### config.mk
export PLATFORM = sky130hd
export DESIGN_NAME = tp_pulse_gen
export DESIGN_NICKNAME = d
export VERILOG_FILES = /design/src/rtl/tp_pkg.sv /design/src/rtl/tp_cmd_decode.sv /design/src/rtl/tp_prescaler.sv /design/src/rtl/tp_interval.sv /design/src/rtl/tp_pulse_gen.sv
export SDC_FILE = /design/constraint.sdc
export NUM_CORES = 1
export LEC_CHECK = 0
export ABC_AREA = 0
export BUFFER_PORTS_ARGS = -buffer_cell sky130_fd_sc_hd__buf_2
export CORE_AREA = 2 2 44 66
export CTS_BUF_LIST = sky130_fd_sc_hd__clkbuf_16
export CTS_CLUSTER_DIAMETER = 120
export DETAILED_ROUTE_END_ITERATION = 10
export DIE_AREA = 0 0 46 68
export MAX_ROUTING_LAYER = met4
export PLACE_DENSITY = 0.76
export SLEW_MARGIN = 20
export SYNTH_ARGS = -nofsm -noshare
export SYNTH_HDL_FRONTEND = slang
export SYNTH_SLANG_ARGS = --single-unit
### constraint.sdc
create_clock -name clk -period 2.3 [get_ports clk]
set_input_delay 0.23 -clock clk [delete_from_list [all_inputs] [get_ports clk]]
set_output_delay 0.23 -clock clk [all_outputs]
set_load 0.005 [all_outputs]
### src/rtl/tp_pkg.sv
package tp_pkg;

    localparam int CNT_W = 6;

    typedef enum logic {
        SRC_FLAG = 1'b0,
        SRC_WAVE = 1'b1
    } tp_src_e;

    typedef enum logic [1:0] {
        WAVE_64  = 2'd0,
        WAVE_256 = 2'd1,
        WAVE_2K  = 2'd2,
        WAVE_4K  = 2'd3
    } wave_e;

    typedef enum logic [1:0] {
        IVL_1S  = 2'd0,
        IVL_10S = 2'd1,
        IVL_30S = 2'd2,
        IVL_60S = 2'd3
    } ivl_e;

    // decoded command, at most one action bit set per strobe
    typedef struct packed {
        logic  set_wave;
        wave_e wave;
        logic  set_ivl;
        ivl_e  ivl;
        logic  clr_flag;
        logic  restart;
        logic  halt;
    } tp_cmd_t;

    typedef struct packed {
        ivl_e             sel;
        logic [CNT_W-1:0] cnt;
        logic             run;
        logic             flag;
    } ivl_state_t;

    typedef struct packed {
        tp_src_e src;
        wave_e   wave;
    } out_state_t;

    // seconds in each selectable period
    function automatic logic [CNT_W-1:0] ivl_len(input ivl_e s);
        case (s)
            IVL_1S:  return CNT_W'(1);
            IVL_10S: return CNT_W'(10);
            IVL_30S: return CNT_W'(30);
            default: return CNT_W'(60);
        endcase
    endfunction

    // divider bit giving each wave when the tick runs at 32768 Hz
    function automatic int wave_tap(input int w);
        case (w)
            0:       return 8;
            1:       return 6;
            2:       return 3;
            default: return 2;
        endcase
    endfunction

endpackage

### src/rtl/tp_cmd_decode.sv
module tp_cmd_decode
    import tp_pkg::*;
(
    input  logic       cmd_valid,
    input  logic [3:0] cmd_code,
    input  logic       cmd_serial,
    output tp_cmd_t    cmd
);

    always_comb begin
        cmd = '0;
        if (cmd_valid) begin
            case (cmd_code)
                4'b0100: begin cmd.set_wave = 1'b1; cmd.wave = WAVE_64;  end
                4'b0101: begin cmd.set_wave = 1'b1; cmd.wave = WAVE_256; end
                4'b0110: begin cmd.set_wave = 1'b1; cmd.wave = WAVE_2K;  end
                4'b0111: begin
                    // fastest wave only reachable through the serial path
                    if (cmd_serial) begin
                        cmd.set_wave = 1'b1;
                        cmd.wave     = WAVE_4K;
                    end
                end
                4'b1000: begin cmd.set_ivl = 1'b1; cmd.ivl = IVL_1S;  end
                4'b1001: begin cmd.set_ivl = 1'b1; cmd.ivl = IVL_10S; end
                4'b1010: begin cmd.set_ivl = 1'b1; cmd.ivl = IVL_30S; end
                4'b1011: begin cmd.set_ivl = 1'b1; cmd.ivl = IVL_60S; end
                4'b1100: cmd.clr_flag = 1'b1;
                4'b1101: cmd.restart  = 1'b1;
                4'b1110: cmd.halt     = 1'b1;
                default: cmd = '0;
            endcase
        end
    end

endmodule

### src/rtl/tp_prescaler.sv
module tp_prescaler
    import tp_pkg::*;
#(
    parameter int DIV_W = 15
) (
    input  logic       clk,
    input  logic       rst_n,
    input  logic       tick,
    output logic       sec_pulse,
    output logic [3:0] taps
);

    logic [DIV_W-1:0] div_d, div_q;

    always_comb begin
        div_d = div_q;
        if (tick) begin
            div_d = div_q + DIV_W'(1);
        end
    end

    always_ff @(posedge clk or negedge rst_n) begin
        if (!rst_n) begin
            div_q <= '0;
        end else begin
            div_q <= div_d;
        end
    end

    // the tick that wraps the divider marks a second boundary
    assign sec_pulse = tick & (&div_q);

    for (genvar i = 0; i < 4; i++) begin : g_tap
        localparam int TAP = wave_tap(i);
        assign taps[i] = div_q[TAP];
    end

    // divider moves only with the tick, by exactly one
    a_r2_div_step: assert property (@(posedge clk) disable iff (!rst_n)
        tick |=> (div_q == $past(div_q) + DIV_W'(1)));
    a_r2_div_hold: assert property (@(posedge clk) disable iff (!rst_n)
        !tick |=> $stable(div_q));

endmodule

### src/rtl/tp_interval.sv
module tp_interval
    import tp_pkg::*;
(
    input  logic clk,
    input  logic rst_n,
    input  logic sec_pulse,
    input  logic set_ivl,
    input  ivl_e ivl,
    input  logic clr_flag,
    input  logic restart,
    input  logic halt,
    output logic flag,
    output logic running
);

    localparam logic [CNT_W-1:0] ONE = CNT_W'(1);

    ivl_state_t st_d, st_q;

    always_comb begin
        st_d = st_q;

        // free counting on second boundaries
        if (st_q.run && sec_pulse) begin
            if (st_q.cnt == ivl_len(st_q.sel) - ONE) begin
                st_d.cnt  = '0;
                st_d.flag = 1'b1;
            end else begin
                st_d.cnt = st_q.cnt + ONE;
            end
        end

        // commands override the count on the same edge
        if (set_ivl) begin
            st_d.sel  = ivl;
            st_d.cnt  = '0;
            st_d.run  = 1'b1;
            st_d.flag = 1'b0;
        end else if (restart) begin
            st_d.cnt = '0;
            st_d.run = 1'b1;
        end else if (halt) begin
            st_d.run = 1'b0;
        end else if (clr_flag) begin
            st_d.flag = 1'b0;
        end
    end

    always_ff @(posedge clk or negedge rst_n) begin
        if (!rst_n) begin
            st_q <= '{sel: IVL_1S, cnt: '0, run: 1'b0, flag: 1'b0};
        end else begin
            st_q <= st_d;
        end
    end

    assign flag    = st_q.flag;
    assign running = st_q.run;

    // flag can only be raised by a running counter at a second boundary
    a_r7_flag_source: assert property (@(posedge clk) disable iff (!rst_n)
        (!st_q.flag && !(sec_pulse && st_q.run)) |=> !st_q.flag);
    // count never leaves its period
    a_r7_cnt_bound: assert property (@(posedge clk) disable iff (!rst_n)
        st_q.cnt < ivl_len(st_q.sel));
    // a stopped counter is frozen until restarted
    a_r10_halt_freeze: assert property (@(posedge clk) disable iff (!rst_n)
        (!st_q.run && !set_ivl && !restart) |=> $stable(st_q.cnt));
    // a clear always leaves the flag low
    a_r8_clear_low: assert property (@(posedge clk) disable iff (!rst_n)
        clr_flag |=> !st_q.flag);

endmodule

### src/rtl/tp_pulse_gen.sv
module tp_pulse_gen
    import tp_pkg::*;
#(
    parameter int DIV_W = 15
) (
    input  logic       clk,
    input  logic       rst_n,
    input  logic       tick,
    input  logic       cmd_valid,
    input  logic [3:0] cmd_code,
    input  logic       cmd_serial,
    output logic       tp
);

    tp_cmd_t    cmd;
    logic       sec_pulse;
    logic [3:0] taps;
    logic       ivl_flag;
    logic       ivl_run;
    logic       halt_any;
    out_state_t out_d, out_q;

    tp_cmd_decode u_dec (
        .cmd_valid  (cmd_valid),
        .cmd_code   (cmd_code),
        .cmd_serial (cmd_serial),
        .cmd        (cmd)
    );

    tp_prescaler #(.DIV_W(DIV_W)) u_pre (
        .clk       (clk),
        .rst_n     (rst_n),
        .tick      (tick),
        .sec_pulse (sec_pulse),
        .taps      (taps)
    );

    // a wave selection parks the interval counter
    assign halt_any = cmd.halt | cmd.set_wave;

    tp_interval u_ivl (
        .clk       (clk),
        .rst_n     (rst_n),
        .sec_pulse (sec_pulse),
        .set_ivl   (cmd.set_ivl),
        .ivl       (cmd.ivl),
        .clr_flag  (cmd.clr_flag),
        .restart   (cmd.restart),
        .halt      (halt_any),
        .flag      (ivl_flag),
        .running   (ivl_run)
    );

    always_comb begin
        out_d = out_q;
        if (cmd.set_wave) begin
            out_d.src  = SRC_WAVE;
            out_d.wave = cmd.wave;
        end else if (cmd.set_ivl || cmd.clr_flag || cmd.restart) begin
            out_d.src = SRC_FLAG;
        end
    end

    always_ff @(posedge clk or negedge rst_n) begin
        if (!rst_n) begin
            out_q <= '{src: SRC_FLAG, wave: WAVE_64};
        end else begin
            out_q <= out_d;
        end
    end

    assign tp = (out_q.src == SRC_WAVE) ? taps[out_q.wave] : ivl_flag;

    // while a wave is shown the interval counter is not running
    a_r5_wave_halts: assert property (@(posedge clk) disable iff (!rst_n)
        (out_q.src == SRC_WAVE) |-> !ivl_run);
    // no strobe, no change of output routing
    a_r11_no_strobe: assert property (@(posedge clk) disable iff (!rst_n)
        !cmd_valid |=> $stable(out_q));

endmodule

==> tab_implementation.tex <==
\begin{tabular}{lr}
\hline
Metric & Value \\
\hline
\multicolumn{2}{l}{\textbf{Status}} \\
Run status & complete, no violations \\
\multicolumn{2}{l}{\textbf{Job}} \\
Number of violations of the max-capacitance limit & 0 \\
\multicolumn{2}{l}{\textbf{Yosys}} \\
Area share of xor/xnor cells in the synthesized design & 0.09243 \\
Average cell area after synthesis & 10.30 µm² \\
Area share of fa/ha/maj cells after synthesis & 0.01761 \\
Post-synth top area cell & sky130\_fd\_sc\_hd\_\_dfrtp\_1 \\
Number of nets produced by synthesis & 149 \\
Top cell type's share of synthesized area & 0.4930 \\
Mux contribution to synthesized area & 0.05546 \\
Most used flip-flop cell after synthesis & sky130\_fd\_sc\_hd\_\_dfrtp\_1 \\
Main combinational cell family by area after synthesis & simple AND/OR/NAND/NOR gates \\
Area contributors post-synth & sky130\_fd\_sc\_hd\_\_dfrtp\_1 49\%, sky130\_fd\_sc\_hd\_\_xnor2\_1 5.5\%, sky130\_fd\_sc\_hd\_\_nand2\_1 5.3\% \\
Sequential cell area fraction in the yosys report & 0.4930 \\
Post-Synthesis Cell Area & 1421 µm² \\
Post-synthesis register bit count & 28 \\
Complex-gate fraction of the synthesized area & 0.09507 \\
Post-synth EDFFs & 0 \\
Share of flip-flops with an asynchronous set or reset after synthesis & 1.000 \\
Share of synthesized cell area in and, or, nand and nor gates & 0.2377 \\
Cells after Synth & approximately 140 \\
Number of distinct standard cells referenced by the synthesized netlist & 33 \\
Synthesis warning total & 0 \\
\multicolumn{2}{l}{\textbf{Floorplanning}} \\
Die Outline Area & 3128 µm² \\
Core box area & 2590 µm² \\
Initial core utilization & 0.5488 \\
Height of the chip & between 60 and 70 µm \\
DIE WIDTH & around 46 µm \\
I/O pins & 10 \\
Number of rows in the core area & 23 \\
\multicolumn{2}{l}{\textbf{STA}} \\
Fraction of the cycle the final worst path needs & 0.9215 \\
Total Negative Setup Slacks & 0 ns \\
Pins Over Slew Limit & 0 \\
Setup skew after layout & between 0.003 and 0.004 ns \\
RSZ-0062 raised after global routing & no \\
Post-route minimum period & about 2.1 ns \\
Headroom to the max-slew limit & 0.5814 \\
Final setup vio count & 0 \\
Worst Max-Slew Pin Slew & 0.6279 ns \\
Final number of hold-violating endpoints & 0 \\
Fmax & 0.4718 GHz \\
\multicolumn{2}{l}{\textbf{Cells and area}} \\
Most common cell after layout, fill and taps aside & sky130\_fd\_sc\_hd\_\_dfrtp\_1 \\
Final-layout fill cell count & 219 \\
Multi-input gate area & 708.2 µm² \\
Proportion of layout cells with a drive suffix above 1 & 0.1400 \\
Synthesis-to-layout area growth & 11.00\% \\
Layout net count & 163 \\
Commonest cells after routing, fill and taps aside & 28 x sky130\_fd\_sc\_hd\_\_dfrtp\_1, 20 x sky130\_fd\_sc\_hd\_\_nand2\_1, 11 x sky130\_fd\_sc\_hd\_\_nor2\_1 \\
Final std cells w/o fill & 175 \\
Count of antenna diodes in the layout & 0 \\
Register area & 700.7 µm² \\
\multicolumn{2}{l}{\textbf{Global routing}} \\
Antenna violations before repair & 0 \\
Total congestion overflow & 0 \\
Vias in the first global route & 1103 \\
Pin count of the biggest net entering global routing & 29 \\
Global-route wire length before repair & 4747 µm \\
GRT Overall Usage & 0.2184 \\
\multicolumn{2}{l}{\textbf{Clock network}} \\
Clock tree from TritonCTS & done \\
Buffer cell driving the clock tree root & sky130\_fd\_sc\_hd\_\_clkbuf\_16 \\
Post-CTS Setup Repair Bufs & 0 \\
H-tree Lvls & 1 \\
Reg clk slew, reported paths & 0.06 ns \\
CTS resizes & 0 \\
TritonCTS buffer count & 3 \\
Clock sinks & 28 \\
Longest Clk Path Bufs & 2 \\
Latest clock arrival within the worst-skew pair & 0.26 ns \\
Count of hold buffers inserted by post-cts repair & 1 \\
\multicolumn{2}{l}{\textbf{Setup path}} \\
Arrival time worst endpoint & 2.29 ns \\
Critical path capture point type & register \\
Critical path class & register to register \\
Worst EP required & about 2.5 ns \\
Critical-path maximum fanout & 8 \\
Crit path launch type & register \\
\multicolumn{2}{l}{\textbf{Power and ir drop}} \\
Static leakage power & 0.7109 nW \\
Max rail drop VDD & 686.5 µV \\
Power per unit of standard cell area & 807.8 nW/µm² \\
\multicolumn{2}{l}{\textbf{Route}} \\
Via Count & 1063 \\
DR vias/cell & 6.074 \\
Top routing layer in use & met4 \\
Pre-antenna DRT Iters & 4 \\
Metal2 WL & roughly 1500 µm \\
Routed WL per cell & 15.53 µm \\
Drt total wl & 2717 µm \\
Starting DRC count in detailed routing & 27 \\
Met1 WL & 1140 µm \\
Antenna violation net count after detailed routing & 0 \\
Count of unresolved DRC violations after routing & 0 \\
WL met3 & 50 µm \\
\multicolumn{2}{l}{\textbf{Placed design}} \\
Sum of net half-perimeters after detailed placement & 2045 µm \\
Routability congestion estimate from global placement & 0.8677 \\
Number of buffers inserted by port buffering & 9 \\
Cells after DPL & approximately 170 \\
\multicolumn{2}{l}{\textbf{Worst hold path}} \\
Worst Hold Class & input port to register \\
\hline
\end{tabular}
report_power, final:
part	leakage [nW]	internal, mW	switching (mW)	total [mW]
clock network	0.0370	0.230	0.150	0.380
registers	0.357	0.574	0.105	0.680
logic	0.317	0.115	0.0990	0.214
Yosys cell counts, types with 2 or more instances:
cell type and count:
sky130_fd_sc_hd__or4_1 2, sky130_fd_sc_hd__o22a_1 3, sky130_fd_sc_hd__o21ai_1 2, sky130_fd_sc_hd__nor2_1 11, sky130_fd_sc_hd__nor4_1 3, sky130_fd_sc_hd__xor2_1 6
sky130_fd_sc_hd__nand4_4 2, sky130_fd_sc_hd__nand4_1 6, sky130_fd_sc_hd__nand2_1 20, sky130_fd_sc_hd__mux2_2 5, sky130_fd_sc_hd__nor3_1 2, sky130_fd_sc_hd__nand3_1 9
sky130_fd_sc_hd__ha_1 2, sky130_fd_sc_hd__a21oi_1 6, sky130_fd_sc_hd__dfrtp_1 28, sky130_fd_sc_hd__xnor2_1 9, sky130_fd_sc_hd__a31oi_1 4, sky130_fd_sc_hd__or3_1 2
sky130_fd_sc_hd__inv_1 2
routing by layer:
| metal | GRT usage | up-vias |
|---|---|---|
| li1 | - | 525 |
| met5 | - | - |
| met4 | 0.1143 | 0 |
| met3 | 0.02375 | 5 |
| met1 | 0.2509 | 515 |
| met2 | 0.3646 | 18 |
per-stage QoR:
| step | power (mW) | instance area, µm² | hold WS [ns] | setup WS, ns | utilization |
|---|---|---|---|---|---|
| 6_report | 1.275 | 1578 | 0.2006 | 0.1805 | 0.6092 |
| 3_5_place_dp | 0.9076 | 1493 | 0.2677 | 0.1956 | 0.5763 |
| 5_1_grt | 1.334 | 1578 | 0.2260 | 0.08811 | 0.6092 |
| 3_3_place_gp | 0.8868 | 1493 | 0.2661 | 0.3222 | 0.5763 |
| 2_1_floorplan | 0.8264 | 1421 | -0.06559 | 0.3761 | - |
| 4_1_cts | 1.290 | 1578 | 0.2006 | 0.1760 | 0.6092 |
area by class of cell:
cell class,count,share of cell area
multi-input cells,107,0.4489
inverters,2,0.004758
flip-flops and latches,28,0.4441
clock buffers,3,0.04758
well taps,25,0.01983
repair buffers,10,0.03489
path summary, 6_finish.rpt:
| path | start | to | slack (ns) | cells past startpoint |
|---|---|---|---|---|
| min in group asynchronous | rst_n | u_ivl.flag$_DFF_PN0_ | 0.51 | 2 |
| max in group asynchronous | rst_n | u_ivl.st_q[7]$_DFFE_PN0P_ | 1.40 | 2 |
| worst min register to register | u_pre.div_q[14]$_DFFE_PN0P_ | u_pre.div_q[14]$_DFFE_PN0P_ | 0.49 | 1 |
| worst min-delay path | cmd_code[3] | out_q[2]$_DFFE_PN0P_ | 0.20 | 2 |
| worst max register to register | u_pre.div_q[0]$_DFFE_PN0P_ | u_ivl.st_q[7]$_DFFE_PN0P_ | 0.18 | 5 |
| worst max-delay path | u_pre.div_q[0]$_DFFE_PN0P_ | u_ivl.st_q[7]$_DFFE_PN0P_ | 0.18 | 5 |
cell families after synthesis:
group / after synthesis
compound gates: 21
buf+inv: 3
mux: 6
xor+xnor: 15
fa+ha+maj: 2
flops: 28
simple gates: 63
flip-flops by register name, indices dropped and copies added, names as in the netlist:
signal / flops
out_q: 3
u_ivl.flag: 1
u_ivl.running: 1
u_ivl.st_q: 8
u_pre.div_q: 15
critical path, cell delays in order, from the launching register on:
cell                      delay, ns
sky130_fd_sc_hd__dfrtp_1       0.41
sky130_fd_sc_hd__ha_1          0.23
sky130_fd_sc_hd__nand4_4       0.14
sky130_fd_sc_hd__or4_1         0.67
sky130_fd_sc_hd__or3_1         0.41
sky130_fd_sc_hd__a31oi_1       0.19
Power figures use the tool's default switching activity.
